File: src/rtl/aud_rx_pkg.sv
package aud_rx_pkg;

   typedef enum logic [1:0] {
      FRM_LJ  = 2'd0,
      FRM_I2S = 2'd1,
      FRM_RJ  = 2'd2,
      FRM_DSP = 2'd3
   } frame_mode_e;

   typedef struct packed {
      logic [1:0]  wl_code;
      frame_mode_e mode;
   } fmt_t;

   // word length in bits for a length code; code 3 falls back to 24
   function automatic int wl_bits(logic [1:0] code);
      case (code)
         2'd0:    return 16;
         2'd1:    return 20;
         default: return 24;
      endcase
   endfunction

endpackage

File: src/rtl/aud_rx_sync.sv
module aud_rx_sync #(
   parameter int NUM_SRC = 3,
   parameter int STAGES  = 2
) (
   input  logic               clk,
   input  logic               rst_n,
   input  logic [NUM_SRC-1:0] data_i,
   input  logic [NUM_SRC-1:0] frm_i,
   input  logic [NUM_SRC-1:0] bclk_i,
   output logic [NUM_SRC-1:0] data_s,
   output logic [NUM_SRC-1:0] frm_s,
   output logic [NUM_SRC-1:0] tick
);

   if (STAGES < 2) begin : g_bad_stages
      $error("aud_rx_sync: STAGES must be at least 2");
   end

   for (genvar g = 0; g < NUM_SRC; g++) begin : g_grp
      logic [STAGES-1:0] d_sh;
      logic [STAGES-1:0] f_sh;
      logic [STAGES-1:0] b_sh;
      logic              b_prev;

      always_ff @(posedge clk or negedge rst_n) begin
         if (!rst_n) begin
            d_sh   <= '0;
            f_sh   <= '0;
            b_sh   <= '0;
            b_prev <= 1'b0;
         end else begin
            d_sh   <= {d_sh[STAGES-2:0], data_i[g]};
            f_sh   <= {f_sh[STAGES-2:0], frm_i[g]};
            b_sh   <= {b_sh[STAGES-2:0], bclk_i[g]};
            b_prev <= b_sh[STAGES-1];
         end
      end

      assign data_s[g] = d_sh[STAGES-1];
      assign frm_s[g]  = f_sh[STAGES-1];
      assign tick[g]   = b_sh[STAGES-1] & ~b_prev;
   end

endmodule

File: src/rtl/aud_rx_srcsel.sv
module aud_rx_srcsel
   import aud_rx_pkg::*;
#(
   parameter int NUM_SRC = 3,
   parameter int SEL_W   = 2
) (
   input  logic               clk,
   input  logic               rst_n,
   input  logic [SEL_W-1:0]   src_sel_i,
   input  fmt_t               fmt_i,
   input  logic               frame_start_i,
   input  logic [NUM_SRC-1:0] data_s,
   input  logic [NUM_SRC-1:0] frm_s,
   input  logic [NUM_SRC-1:0] tick,
   input  logic [NUM_SRC-1:0] data_raw,
   input  logic [NUM_SRC-1:0] frm_raw,
   input  logic [NUM_SRC-1:0] bclk_raw,
   input  logic               fwd_en_i,
   output logic [SEL_W-1:0]   act_sel,
   output fmt_t               act_fmt,
   output logic               flush_o,
   output logic               act_data,
   output logic               act_frm,
   output logic               act_tick,
   output logic               fwd_data_o,
   output logic               fwd_frm_o,
   output logic               fwd_bit_o
);

   logic [SEL_W-1:0] sel_eff;
   logic             pending;

   // a reserved select value keeps the active group
   assign sel_eff = (int'(src_sel_i) < NUM_SRC) ? src_sel_i : act_sel;
   assign pending = (sel_eff != act_sel) || (fmt_i != act_fmt);
   assign flush_o = pending & frame_start_i;

   always_ff @(posedge clk or negedge rst_n) begin
      if (!rst_n) begin
         act_sel <= '0;
         act_fmt <= '0;
      end else if (flush_o) begin
         act_sel <= sel_eff;
         act_fmt <= fmt_i;
      end
   end

   assign act_data = data_s[act_sel];
   assign act_frm  = frm_s[act_sel];
   assign act_tick = tick[act_sel];

   assign fwd_data_o = fwd_en_i & data_raw[act_sel];
   assign fwd_frm_o  = fwd_en_i & frm_raw[act_sel];
   assign fwd_bit_o  = fwd_en_i & bclk_raw[act_sel];

endmodule

File: src/rtl/aud_rx_deser.sv
module aud_rx_deser
   import aud_rx_pkg::*;
#(
   parameter int DATA_W = 24
) (
   input  logic              clk,
   input  logic              rst_n,
   input  logic              tick_i,
   input  logic              sdata_i,
   input  logic              sfrm_i,
   input  fmt_t              fmt_i,
   input  logic              flush_i,
   output logic              frame_start_o,
   output logic [DATA_W-1:0] left_o,
   output logic [DATA_W-1:0] right_o,
   output logic              valid_o
);

   localparam int POS_W = $clog2(2 * DATA_W + 1);

   logic              frm_prev_q, first_q, chan_q, armed_q, have_left_q;
   logic [POS_W-1:0]  pos_q;
   logic [DATA_W-1:0] sr_q, left_hold_q;

   logic [POS_W-1:0]  wl, wl_m1, wl2_m1, pos_now;
   logic              edge_any, edge_rise, edge_fall, restart;
   logic              chan_now, armed_now, cap, is_left;
   logic [DATA_W-1:0] sr_next, word, word_ext;

   function automatic logic [DATA_W-1:0] extend(logic [DATA_W-1:0] w, int n);
      logic [DATA_W-1:0] r;
      for (int i = 0; i < DATA_W; i++) begin
         r[i] = (i < n) ? w[i] : w[n-1];
      end
      return r;
   endfunction

   assign wl     = POS_W'(wl_bits(fmt_i.wl_code));
   assign wl_m1  = wl - POS_W'(1);
   assign wl2_m1 = (wl << 1) - POS_W'(1);

   assign edge_any  = tick_i & ~first_q & (sfrm_i ^ frm_prev_q);
   assign edge_rise = edge_any & sfrm_i;
   assign edge_fall = edge_any & ~sfrm_i;

   assign frame_start_o = (fmt_i.mode == FRM_I2S) ? edge_fall : edge_rise;
   assign restart       = (fmt_i.mode == FRM_DSP) ? edge_rise : edge_any;
   assign pos_now       = restart ? '0 : pos_q;
   assign chan_now      = edge_any ? ((fmt_i.mode == FRM_I2S) ? ~sfrm_i : sfrm_i) : chan_q;
   assign sr_next       = {sr_q[DATA_W-2:0], sdata_i};
   assign armed_now     = armed_q | frame_start_o;

   always_comb begin
      cap     = 1'b0;
      word    = sr_next;
      is_left = chan_now;
      unique case (fmt_i.mode)
         FRM_LJ:  cap = tick_i & (pos_now == wl_m1);
         FRM_I2S: cap = tick_i & (pos_now == wl);
         FRM_RJ: begin
            cap     = edge_any;
            word    = sr_q;
            is_left = frm_prev_q;
         end
         FRM_DSP: begin
            cap     = tick_i & ((pos_now == wl_m1) | (pos_now == wl2_m1));
            is_left = (pos_now == wl_m1);
         end
      endcase
   end

   assign word_ext = extend(word, wl_bits(fmt_i.wl_code));

   always_ff @(posedge clk or negedge rst_n) begin
      if (!rst_n) begin
         frm_prev_q  <= 1'b0;
         first_q     <= 1'b1;
         chan_q      <= 1'b0;
         armed_q     <= 1'b0;
         have_left_q <= 1'b0;
         pos_q       <= '1;
         sr_q        <= '0;
         left_hold_q <= '0;
         left_o      <= '0;
         right_o     <= '0;
         valid_o     <= 1'b0;
      end else begin
         valid_o <= 1'b0;
         if (tick_i) begin
            frm_prev_q <= sfrm_i;
            first_q    <= 1'b0;
            sr_q       <= sr_next;
            pos_q      <= (&pos_now) ? pos_now : pos_now + POS_W'(1);
            chan_q     <= chan_now;
            armed_q    <= armed_now;
         end
         if (cap && armed_now) begin
            if (is_left) begin
               left_hold_q <= word_ext;
               have_left_q <= 1'b1;
            end else if (have_left_q) begin
               left_o      <= left_hold_q;
               right_o     <= word_ext;
               valid_o     <= 1'b1;
               have_left_q <= 1'b0;
            end
         end
         if (flush_i) begin
            first_q     <= 1'b1;
            armed_q     <= 1'b0;
            have_left_q <= 1'b0;
            pos_q       <= '1;
         end
      end
   end

endmodule

File: src/rtl/audio_serial_rx.sv
module audio_serial_rx
   import aud_rx_pkg::*;
#(
   parameter int NUM_SRC     = 3,
   parameter int SEL_W       = 2,
   parameter int DATA_W      = 24,
   parameter int SYNC_STAGES = 2
) (
   input  logic               clk,
   input  logic               rst_n,
   input  logic [NUM_SRC-1:0] ser_data_i,
   input  logic [NUM_SRC-1:0] frm_clk_i,
   input  logic [NUM_SRC-1:0] bit_clk_i,
   input  logic [SEL_W-1:0]   src_sel_i,
   input  logic [3:0]         fmt_i,
   input  logic               fwd_en_i,
   output logic               fwd_data_o,
   output logic               fwd_frm_o,
   output logic               fwd_bit_o,
   output logic [DATA_W-1:0]  left_o,
   output logic [DATA_W-1:0]  right_o,
   output logic               valid_o
);

   if (NUM_SRC < 2 || NUM_SRC > (1 << SEL_W)) begin : g_bad_src
      $error("audio_serial_rx: NUM_SRC does not fit SEL_W");
   end
   if (DATA_W < 24) begin : g_bad_width
      $error("audio_serial_rx: DATA_W must hold a 24-bit word");
   end

   logic [NUM_SRC-1:0] data_s, frm_s, tick;
   logic [SEL_W-1:0]   act_sel;
   fmt_t               act_fmt;
   logic               flush, act_data, act_frm, act_tick, frame_start;

   aud_rx_sync #(.NUM_SRC(NUM_SRC), .STAGES(SYNC_STAGES)) u_sync (
      .clk    (clk),
      .rst_n  (rst_n),
      .data_i (ser_data_i),
      .frm_i  (frm_clk_i),
      .bclk_i (bit_clk_i),
      .data_s (data_s),
      .frm_s  (frm_s),
      .tick   (tick)
   );

   aud_rx_srcsel #(.NUM_SRC(NUM_SRC), .SEL_W(SEL_W)) u_sel (
      .clk           (clk),
      .rst_n         (rst_n),
      .src_sel_i     (src_sel_i),
      .fmt_i         (fmt_t'(fmt_i)),
      .frame_start_i (frame_start),
      .data_s        (data_s),
      .frm_s         (frm_s),
      .tick          (tick),
      .data_raw      (ser_data_i),
      .frm_raw       (frm_clk_i),
      .bclk_raw      (bit_clk_i),
      .fwd_en_i      (fwd_en_i),
      .act_sel       (act_sel),
      .act_fmt       (act_fmt),
      .flush_o       (flush),
      .act_data      (act_data),
      .act_frm       (act_frm),
      .act_tick      (act_tick),
      .fwd_data_o    (fwd_data_o),
      .fwd_frm_o     (fwd_frm_o),
      .fwd_bit_o     (fwd_bit_o)
   );

   aud_rx_deser #(.DATA_W(DATA_W)) u_deser (
      .clk           (clk),
      .rst_n         (rst_n),
      .tick_i        (act_tick),
      .sdata_i       (act_data),
      .sfrm_i        (act_frm),
      .fmt_i         (act_fmt),
      .flush_i       (flush),
      .frame_start_o (frame_start),
      .left_o        (left_o),
      .right_o       (right_o),
      .valid_o       (valid_o)
   );

endmodule

File: config.mk
export PLATFORM = sky130hd
export DESIGN_NAME = audio_serial_rx
export DESIGN_NICKNAME = d
export VERILOG_FILES = /design/src/rtl/aud_rx_pkg.sv /design/src/rtl/aud_rx_sync.sv /design/src/rtl/aud_rx_srcsel.sv /design/src/rtl/aud_rx_deser.sv /design/src/rtl/audio_serial_rx.sv
export SDC_FILE = /design/constraint.sdc
export NUM_CORES = 1
export LEC_CHECK = 0
export ABC_CLOCK_PERIOD_IN_PS = 4100
export BUFFER_PORTS_ARGS = -buffer_cell sky130_fd_sc_hd__buf_2
export CAP_MARGIN = 20
export CORE_ASPECT_RATIO = 0.6
export CORE_UTILIZATION = 58
export CTS_CLUSTER_DIAMETER = 60
export DETAILED_ROUTE_END_ITERATION = 7
export HOLD_SLACK_MARGIN = 0.02
export PLACE_DENSITY = 0.79
export SETUP_SLACK_MARGIN = 0.2
export SYNTH_ARGS = -nofsm -noshare
export SYNTH_HDL_FRONTEND = slang
export SYNTH_SLANG_ARGS = --single-unit
File: constraint.sdc
create_clock -name clk -period 4.1 [get_ports clk]
set_clock_uncertainty 0.1 [all_clocks]
set_input_delay 1.23 -clock clk [delete_from_list [all_inputs] [get_ports clk]]
set_output_delay 1.23 -clock clk [all_outputs]
set_load 0.05 [all_outputs]
==> impl_metrics.yaml, run 1 <==
job:
  drv_cap: 0
cells_and_area:
  final_layout_size_suffix_gt1_share_pct: 43.5
  final_cells: 747
  syn2layout_area_growth_pct: 25.0
  diodes: 0
  multi_input_area_um2: 2670
  seqCellArea_um2: 3390
  fillers: 586
  finalNetCount: 619
sta:
  min_period_ns: 3.97
  final_hold_viol_count: 0
  rsz0062_at_grt: "yes"
  max_freq_mhz: 252
  drv_slew: 0
  tightest_slew_ns: 1.02
  fin_crit_sh_pct: 96.9
  fin_tns_setup_ns: 0
  relSlewSlack_pct: 31.4
  setup_viol: 0
grt:
  grt_pass1_wl_mm: 21.7
  antenna_found_initial: 0
  grt_overflow_total: 0
  grt_start_max_net_pins: 71
  grt_pass1_vias: 4198
  grt_use_total_pct: 26.4
drt:
  vias: 4483
  viasPerCell: 6.00
  drc: 0
  wl_met3_mm: 1.15
  wl_per_cell_um: 20.7
  top_layer: "met4"
  wl_mm: 15.5
  m1WireLength_mm: 6.81
  ant_nets: 0
  first_pass_iters: 5
  dr.first_iter.drc_count: 492
  wl_met2_mm: 7.20
setup_path:
  crit_chain: "buf_8, nor4b_4, nor3_2, a211o_1, and2_4, inv_2, ha_2, nand3b_1, nor3_2, o311ai_2, o32a_4, and4bb_4, buf_6, clkbuf_16, mux2_2"
  worstSetupEndpointType: "flip-flop"
  path_buf_inv: 4
  start_kind: "flip-flop"
  worstReg2RegStart: "u_sel.act_sel[1]$_DFFE_PN0P_"
  critical_path_class: "reg -> reg"
  cp_slowest_cell: "dfrtp_2"
  crit_arrival_ns: 4.17
  required_ns: 4.29
  ff2ff_path_depth: 15
  worst_path_most_repeated_cell: "nor3_2"
  cpPeakStageDelay_ns: 0.48
  rrSetupSlack_ns: 0.13
  cp_max_fo: 7
  r2r-end: "u_deser.right_o[9]$_DFFE_PN0P_"
  cp_top_family: "simple AND/OR/NAND/NOR gates"
synthesis:
  yosysSeqAreaShare_pct: 55.3
  synthesis.nets: 527
  synth_area_um2: 6120
  synthArstFlopShare_pct: 100
  avgSynthCellArea_um2: 12.1
  ys_warn_count: 0
  synth_edf_count: 0
  ys.flop_type: "dfrtp_1"
  ys_ff_latch: 135
  netlist_instances: 507
  netlist-cell-type-count: 61
floorplanning:
  start_util_pct: 60.9
  ios: 70
  num_rows: 28
  die-height_um: 81.6
  fp.dieW_um: 135
  die_area_um2: 11000
  core_area_um2: 10100
clock_tree:
  clock_path_buffers: 2
  clk_latency_ns: 0.41
  cts_root_buf: "clkbuf_16"
  htreeDepth: 4
  cts.sinks: 135
  tritoncts: "built"
  cts_inserted_buffers: 17
  clk_pin_slew_worst_paths_ns: 0.06
pwr:
  power.density_nw_per_um2: 681
  ir_drop_uv: 499
  leakage_uw: 0.00380
run_status:
  status: "finished clean"
worst_hold_path:
  hold_end: "u_sync.g_grp[0].f_sh[1]$_DFF_PN0_"
  worstHoldStart: "u_sync.g_grp[0].f_sh[0]$_DFF_PN0_"
  min_path_cells: 0
  worst_hold_path_type: "reg -> reg"
place:
  dp_cells: 690
  gp_congestion: 0.905
  dpl.hpwl_mm: 7.98
  port_buffers: 69
## through the flow
stage | area, µm² | power (µW) | utilization, % | hold WS (ns) | worst slack (ns)
3_3_place_gp | 6570 | 3360 | 65.4 | 0.232 | 0.231
3_5_place_dp | 6570 | 3440 | 65.4 | 0.236 | 0.0892
6_report | 7660 | 5210 | 76.2 | 0.248 | 0.126
5_1_grt | 7660 | 5450 | 76.2 | 0.251 | 0.0519
2_1_floorplan | 6120 | 3040 | - | 0.231 | 0.359
4_1_cts | 7230 | 4950 | 71.9 | 0.249 | 0.233
## metal layers
layer | track usage [%] | up-vias
met1 | 35.9 | 2280
met3 | 6.54 | 37
li1 | - | 1955
met4 | 9.33 | 0
met2 | 41.7 | 211
met5 | 0 | -
## report_power, final
group	internal, µW	switching, µW	leakage [µW]
logic	736	1030	0.00176
registers	1630	334	0.00177
clock network	863	621	0.000272
total	3230	1990	0.00380
## cells in the final DEF (no fill, tap or decap), types with 5 or more instances in the layout
cell type,count
dfrtp_1,126
nand2_1,95
buf_2,68
mux2_2,66
mux2_4,28
clkbuf_16,21
buf_4,21
nor2_1,16
o21ai_0,13
a21oi_1,11
mux2i_1,10
inv_1,9
a31oi_1,8
dfstp_2,7
nand2b_1,6
nor2b_1,6
xor2_1,5
## logic make-up (layout without fill, tap and decap cells)
| logic type | Yosys count | in the layout | synth area share (%) |
|---|---|---|---|
| AO/OA/AOI/OAI | 61 | 61 | 7.62 |
| XOR/XNOR | 5 | 5 | 0.715 |
| adder cells (fa/ha/maj) | 2 | 2 | 0.409 |
| buffers and inverters | 42 | 147 | 3.74 |
| flip-flops | 135 | 135 | 55.3 |
| multiplexers | 105 | 105 | 19.6 |
| AND/OR/NAND/NOR | 157 | 157 | 12.6 |
## state kept, by name, indices dropped and copies added, names as in the netlist, 3 cells and up, named ones only
name,count
u_sync.g_grp.f_sh,6
u_sync.g_grp.b_sh,6
u_deser.left_hold_q,24
u_sel.act_fmt,4
u_deser.left_o,24
u_deser.sr_q,24
u_deser.pos_q,6
u_sync.g_grp.b_prev,3
u_sync.g_grp.d_sh,6
u_deser.right_o,24
## worst max-delay path by stage
stage / cells past startpoint / slack [ns] / from / endpoint
floorplan: 16 / 0.36 / u_sel.act_sel[0]$_DFFE_PN0P_ / u_deser.right_o[11]$_DFFE_PN0P_
global placement: 13 / 0.23 / u_sel.act_sel[0]$_DFFE_PN0P_ / u_deser.left_o[18]$_DFFE_PN0P_
detailed placement: 13 / 0.09 / u_sel.act_sel[0]$_DFFE_PN0P_ / u_deser.left_o[8]$_DFFE_PN0P_
CTS: 14 / 0.23 / u_sel.act_sel[1]$_DFFE_PN0P_ / u_deser.right_o[23]$_DFFE_PN0P_
global route: 15 / 0.05 / u_sel.act_sel[1]$_DFFE_PN0P_ / u_deser.right_o[9]$_DFFE_PN0P_
finish: 15 / 0.13 / u_sel.act_sel[1]$_DFFE_PN0P_ / u_deser.right_o[9]$_DFFE_PN0P_
## synthesized netlist by cell type (3+ instances only)
cell / number / area [µm²]
nor2b_1: 7 / 43.8
nor2_1: 16 / 60.1
dfstp_2: 7 / 184
inv_1: 11 / 41.3
nand2b_1: 6 / 37.5
and3_1: 3 / 18.8
nor3_1: 5 / 25.0
a31oi_1: 8 / 50.1
buf_4: 6 / 45.0
a21oi_1: 11 / 55.1
dfrtp_1: 128 / 3200
o21a_1: 4 / 30.0
clkbuf_1: 19 / 71.3
mux2_2: 86 / 968
xor2_1: 5 / 43.8
mux2_4: 8 / 120
nand2_1: 96 / 360
o21ai_0: 13 / 65.1
mux2i_1: 11 / 110
## what timing repair did
item / 4_1_cts / 5_1_grt
setup buffers: 1 / 18
gates resized for setup: 7 / 43
gates cloned: 2 / 4
setup endpoints to repair: 47 / 48
hold buffers: 0 / 0
pin swaps: 4 / 10
## final cells by class
| cell class | instances | area share [%] |
|---|---|---|
| Clock inverter | 14 | 1.80 |
| Inverter | 11 | 0.539 |
| Timing Repair Buffer | 104 | 10.5 |
| Tap cell | 135 | 2.21 |
| Multi-Input combinational cell | 330 | 34.9 |
| Sequential cell | 135 | 44.3 |
| Clock buffer | 18 | 5.74 |
Note: power is estimated with default switching activity, not from simulation.
==> run 2: changes to the inputs <==
--- a/config.mk
+++ b/config.mk
@@ -8,7 +8,7 @@
 export ABC_CLOCK_PERIOD_IN_PS = 4100
 export BUFFER_PORTS_ARGS = -buffer_cell sky130_fd_sc_hd__buf_2
 export CAP_MARGIN = 20
-export CORE_ASPECT_RATIO = 0.6
+export CORE_ASPECT_RATIO = 0.9
 export CORE_UTILIZATION = 58
 export CTS_CLUSTER_DIAMETER = 60
 export DETAILED_ROUTE_END_ITERATION = 7
==> run 2 against run 1 <==
Against the previous run: global-route usage is 1.2 points lower; setup slack better by 0.21 ns; cell count is 2.3% lower; clock power rose by 15%; die area is 0.12% lower; critical endpoint is now u_deser.left_o[16]$_DFFE_PN0P_; largest cell class unchanged; highest routed layer unchanged.
==> impl_metrics.yaml, run 2 (synthesized netlist as in run 1, its figures left out) <==
cells_and_area:
  final_common_cell: "dfrtp_1"
  syn2layout_area_growth_pct: 21.4
  most-common-layout-cells: "dfrtp_1, nand2_1, mux2_2"
  multi_input_area_um2: 2560
  fillers: 664
  seqCellArea_um2: 3390
  diodes: 0
  finalNetCount: 609
  final_layout_size_suffix_gt1_share_pct: 41.1
pwr:
  power_frac_seq_pct: 36.6
  ir_drop_uv: 498
  leakage_uw: 0.00374
  p_comb_share_pct: 31.0
  p_int_uw: 3450
  power.density_nw_per_um2: 708
  p_sw_share_pct: 34.5
  p_clk_share_pct: 32.3
  p_switching_uw: 1820
drt:
  first_pass_iters: 4
  dr.first_iter.drc_count: 283
  vias: 4231
  viasPerCell: 5.80
  wl_per_cell_um: 17.7
  wl_mm: 12.9
  drc: 0
  ant_nets: 0
clock_tree:
  clk_latency_ns: 0.41
  tritoncts: "built"
  cts_root_buf: "clkbuf_16"
  clock_path_buffers: 2
  cts_inserted_buffers: 17
  cts.sinks: 135
  clk_pin_slew_worst_paths_ns: 0.06
  htreeDepth: 4
setup_path:
  worst_path_most_repeated_cell: "mux2_2"
  critical_path_class: "reg -> reg"
  crit_chain: "buf_8, mux2_2, a21oi_4, a211o_1, and2_1, ha_1, nand4b_1, o221ai_1, nor3_1, o32a_4, and4bb_4, clkbuf_16, mux2_2"
  worstSetupEndpointType: "flip-flop"
  start_kind: "flip-flop"
  ff2ff_path_depth: 13
  worstReg2RegStart: "u_sel.act_sel[1]$_DFFE_PN0P_"
  rrSetupSlack_ns: 0.33
  critPathCapture: "u_deser.left_o[16]$_DFFE_PN0P_"
  startpoint: "u_sel.act_sel[1]$_DFFE_PN0P_"
  r2r-end: "u_deser.left_o[16]$_DFFE_PN0P_"
  cp_max_fo: 10
  cpPeakStageDelay_ns: 0.45
  required_ns: 4.29
  crit_arrival_ns: 3.96
  cp_slowest_cell: "and4bb_4"
floorplanning:
  core_area_um2: 10200
  die-height_um: 99.5
  ios: 70
  die_area_um2: 11000
  num_rows: 35
  start_util_pct: 59.8
  fp.dieW_um: 110
sta:
  fin_tns_setup_ns: 0
  min_period_ns: 3.77
  drv_slew: 0
  relSlewSlack_pct: 56.0
  post-route-worst-setup-slack_ns: 0.331
  setup_viol: 0
  final_hold_viol_count: 0
  max_freq_mhz: 265
  fin_crit_sh_pct: 91.9
  rsz0062_at_grt: "no"
  tightest_slew_ns: 0.660
grt:
  grt_pass1_vias: 4199
  antenna_found_initial: 0
  grt_start_max_net_pins: 52
  grt_pass1_wl_mm: 20.7
  grt_use_total_pct: 25.2
  grt_overflow_total: 0
worst_hold_path:
  worst_hold_path_type: "reg -> reg"
job:
  drv_cap: 0
place:
  pre_cts_slack_ns: 0.0654
  port_buffers: 69
  dpl.hpwl_mm: 8.04
  gp_congestion: 0.850
run_status:
  status: "finished clean"
-- run 2: cell types whose count changed in the layout (fill, tap and decap cells not counted), moves of 3 or more --
cell	change
buf_16	-3
mux2_2	+20
inv_6	-3
bufinv_16	+4
mux2_4	-20
clkbuf_8	+3
buf_6	-3
-- run 2: final cells by class --
class,count,share of cell area [%]
timing repair buffer,94,8.11
sequential,135,45.6
inverter,11,0.555
multi-input combinational,330,34.5
tap,129,2.17
clock buffer,21,6.46
clock inverter,10,2.57
-- run 2: how the worst min path moves through the flow --
stage | cells after the start | slack, ns | startpoint | endpoint
3_5_place_dp | 0 | 0.23 | u_sync.g_grp[0].d_sh[0]$_DFF_PN0_ | u_sync.g_grp[0].d_sh[1]$_DFF_PN0_
5_1_grt | 0 | 0.25 | u_sync.g_grp[0].f_sh[0]$_DFF_PN0_ | u_sync.g_grp[0].f_sh[1]$_DFF_PN0_
3_3_place_gp | 0 | 0.23 | u_sync.g_grp[1].d_sh[0]$_DFF_PN0_ | u_sync.g_grp[1].d_sh[1]$_DFF_PN0_
6_report | 0 | 0.25 | u_sync.g_grp[0].d_sh[0]$_DFF_PN0_ | u_sync.g_grp[0].d_sh[1]$_DFF_PN0_
2_1_floorplan | 0 | 0.23 | u_sync.g_grp[0].b_sh[0]$_DFF_PN0_ | u_sync.g_grp[0].b_sh[1]$_DFF_PN0_
4_1_cts | 0 | 0.25 | u_sync.g_grp[0].d_sh[0]$_DFF_PN0_ | u_sync.g_grp[0].d_sh[1]$_DFF_PN0_
-- run 2: power by group through the flow --
| stage | Combinational [µW] | Sequential (µW) | Clock (µW) |
|---|---|---|---|
| finish | 1630 | 1930 | 1700 |
| global route | 1780 | 1970 | 1780 |
| CTS | 1530 | 1920 | 1720 |
| detailed placement | 1510 | 1930 | 0 |
| floorplan | 1170 | 1870 | 0 |
| global placement | 1450 | 1910 | 0 |
-- run 2: metal layers --
layer | wire, µm | up-vias | track usage [%] | share of wire, %
li1 | - | 1937 | - | -
met1 | 5560 | 2130 | 33.9 | 43
met2 | 6410 | 147 | 40.0 | 50
met3 | 757 | 17 | 7.01 | 5.9
met4 | 176 | 0 | 7.39 | 1.4
met5 | 0 | - | 0 | 0
-- run 2: metrics by stage --
stage                     utilization, %  instances  area [µm²]  hold slack, ns  total power (µW)
after floorplan                        -        507        6120           0.231              3040
after global placement              64.3        689        6590           0.233              3360
after detailed placement            64.3        689        6590           0.235              3430
after CTS                           71.1        722        7290           0.247              5170
after global routing                72.6        730        7430           0.250              5520
final                               72.6        730        7430           0.246              5270
-- run 2: critical path, delay by kind of cell, from the launching register on --
kind                     cells  cell delay, ns
adder cells (fa/ha/maj)      1            0.23
AND/OR/NAND/NOR              4            0.85
multiplexers                 2            0.72
AO/OA/AOI/OAI                4            0.99
flip-flops                   1            0.41
buffers and inverters        2            0.36
-- run 2: timing repair --
item | CTS | global route
hold buffers | 0 | 0
gates cloned | 0 | 2
gates resized for setup | 2 | 11
setup buffers | 2 | 6
endpoints found under the setup margin | 58 | 71
pin swaps | 2 | 4
==> run 3: changes to the inputs <==
--- a/config.mk
+++ b/config.mk
@@ -8,12 +8,15 @@
 export ABC_CLOCK_PERIOD_IN_PS = 4100
 export BUFFER_PORTS_ARGS = -buffer_cell sky130_fd_sc_hd__buf_2
 export CAP_MARGIN = 20
+export CELL_PAD_IN_SITES_DETAIL_PLACEMENT = 0
+export CELL_PAD_IN_SITES_GLOBAL_PLACEMENT = 1
 export CORE_ASPECT_RATIO = 0.9
-export CORE_UTILIZATION = 58
+export CORE_MARGIN = 5
+export CORE_UTILIZATION = 47
 export CTS_CLUSTER_DIAMETER = 60
 export DETAILED_ROUTE_END_ITERATION = 7
-export HOLD_SLACK_MARGIN = 0.02
-export PLACE_DENSITY = 0.79
+export HOLD_SLACK_MARGIN = 0.05
+export PLACE_DENSITY_LB_ADDON = 0.1
 export SETUP_SLACK_MARGIN = 0.2
 export SYNTH_ARGS = -nofsm -noshare
 export SYNTH_HDL_FRONTEND = slang
==> run 3 against run 2 <==
Against the previous run: flip-flop and latch count is the same; count of clock-buffer cells in the layout grew 2; power shrank 2.4%; register-to-register slack lost 0.05 ns; global-route usage shrank 8.1 points; setup slack lost 0.051 ns; first-iteration DRC count shrank 8.1%; non-clock buffer count grew 8; critical endpoint is now u_deser.right_o[22]$_DFFE_PN0P_; cell area grew 1.6%; largest cell class unchanged; sequential power is essentially flat; via count shrank 4.2%; largest power group unchanged; combinational power grew 4%.
==> impl_metrics.yaml, run 3 (synthesized netlist as in run 1, its figures left out) <==
sta:
  hold-worst-slack_ns: 0.245
  max_freq_mhz: 262
  final_hold_viol_count: 0
  setup_viol: 0
  fin_tns_setup_ns: 0
  rsz0062_at_grt: "no"
  tightest_slew_ns: 0.637
  drv_slew: 0
  relSlewSlack_pct: 57.5
  fin_crit_sh_pct: 93.2
  min_period_ns: 3.82
clock_tree:
  tritoncts: "built"
  clk_pin_slew_worst_paths_ns: 0.05
  cts_inserted_buffers: 17
  clk_latency_ns: 0.41
  hold_buffers: 0
  clock_path_buffers: 2
  cts_root_buf: "clkbuf_16"
  cts.sinks: 135
  htreeDepth: 4
grt:
  grt_overflow_total: 0
  grt_start_max_net_pins: 115
  grt_pass1_wl_mm: 20.6
  grt_pass1_vias: 4079
  antenna_found_initial: 0
  grt_use_total_pct: 17.1
place:
  dpl.hpwl_mm: 7.87
  placed_area_um2: 6640
  port_buffers: 69
  gp_congestion: 0.763
worst_hold_path:
  hold_end: "u_sync.g_grp[1].b_sh[1]$_DFF_PN0_"
  min_path_cells: 0
  worst_hold_path_type: "reg -> reg"
  worstHoldStart: "u_sync.g_grp[1].b_sh[0]$_DFF_PN0_"
setup_path:
  required_ns: 4.30
  rrSetupSlack_ns: 0.28
  r2r-end: "u_deser.right_o[22]$_DFFE_PN0P_"
  worstReg2RegStart: "u_sel.act_sel[1]$_DFFE_PN0P_"
  worstSetupEndpointType: "flip-flop"
  ff2ff_path_depth: 15
  critical_path_class: "reg -> reg"
  crit_arrival_ns: 4.02
  start_kind: "flip-flop"
  cp_max_fo: 14
drt:
  drc: 0
  vias: 4054
  viasPerCell: 5.24
  first_pass_iters: 5
  ant_nets: 0
  wl_mm: 12.7
  dr.first_iter.drc_count: 260
  wl_per_cell_um: 16.5
cells_and_area:
  final_layout_size_suffix_gt1_share_pct: 42.2
  final_common_cell: "dfrtp_1"
  diodes: 0
  most-common-layout-cells: "dfrtp_1, nand2_1, mux2_2"
  final_util_pct: 59.3
  fillers: 1045
  finalNetCount: 617
  syn2layout_area_growth_pct: 23.4
  fin_area_um2: 7550
pwr:
  power.density_nw_per_um2: 680
  p_switching_uw: 1780
  p_comb_share_pct: 32.8
  leakage_uw: 0.00379
  ir_drop_uv: 424
  p_sw_share_pct: 34.6
  power_frac_seq_pct: 37.3
  p_clk_share_pct: 29.9
  p_int_uw: 3360
floorplanning:
  die-height_um: 118
  start_util_pct: 48.1
  core_area_um2: 12700
  num_rows: 39
  ios: 70
  die_area_um2: 15400
  fp.dieW_um: 130
run_status:
  status: "finished clean"
job:
  drv_cap: 0
[run 3: worst max-delay path by stage]
stage	startpoint	end	slack, ns	cells after the start
detailed placement	u_sel.act_sel[0]$_DFFE_PN0P_	u_deser.right_o[22]$_DFFE_PN0P_	0.19	13
global route	u_sel.act_sel[1]$_DFFE_PN0P_	u_deser.left_o[0]$_DFFE_PN0P_	0.13	15
finish	u_sel.act_sel[1]$_DFFE_PN0P_	u_deser.right_o[22]$_DFFE_PN0P_	0.28	15
CTS	u_sel.act_sel[1]$_DFFE_PN0P_	u_deser.right_o[22]$_DFFE_PN0P_	0.21	14
global placement	u_sel.act_sel[0]$_DFFE_PN0P_	u_deser.left_o[22]$_DFFE_PN0P_	0.28	13
floorplan	u_sel.act_sel[0]$_DFFE_PN0P_	u_deser.right_o[11]$_DFFE_PN0P_	0.36	16
[run 3: metrics by stage]
step	total power [µW]	worst slack, ns	instances
6_report	5140	0.280	773
5_1_grt	5440	0.127	773
4_1_cts	5010	0.210	753
3_5_place_dp	3450	0.191	722
3_3_place_gp	3420	0.282	722
2_1_floorplan	3040	0.359	507
[run 3: repair_timing]
item                       CTS  global route
pin swaps                    0             8
gates resized for setup      1            19
setup endpoints to repair   23            71
buffers inserted             0            16
cloned                       0             3
[run 3: power groups by stage]
stage / registers [µW] / clock network, µW / logic, µW
global placement: 1920 / 0 / 1500
finish: 1920 / 1540 / 1690
global route: 1960 / 1630 / 1850
detailed placement: 1930 / 0 / 1530
floorplan: 1870 / 0 / 1170
CTS: 1900 / 1580 / 1530
[run 3: final cells by class]
cell class | count | area (µm²) | share of cell area [%]
Tap cell | 164 | 205 | 2.72
Timing Repair Buffer | 102 | 737 | 9.75
Multi-Input combinational cell | 330 | 2580 | 34.2
Clock buffer | 23 | 478 | 6.33
Inverter | 11 | 41.3 | 0.547
Sequential cell | 135 | 3390 | 44.9
Clock inverter | 8 | 121 | 1.61
[run 3: critical path: stages (launching register included)]
cell      delay (ns)
dfrtp_2         0.43
buf_8           0.14
mux2_4          0.33
a21oi_4         0.20
a211o_1         0.23
nand2_1         0.12
inv_1           0.11
ha_4            0.16
nand4b_1        0.15
o221ai_2        0.22
nor3_1          0.10
o32a_4          0.39
and4bb_4        0.39
buf_4           0.14
buf_12          0.14
mux2_2          0.35
[run 3: metal layers]
layer | track usage [%] | wire [µm]
met2 | 23.8 | 5610
met3 | 5.59 | 660
met5 | 0 | 0
met1 | 24.4 | 6300
met4 | 7.26 | 172
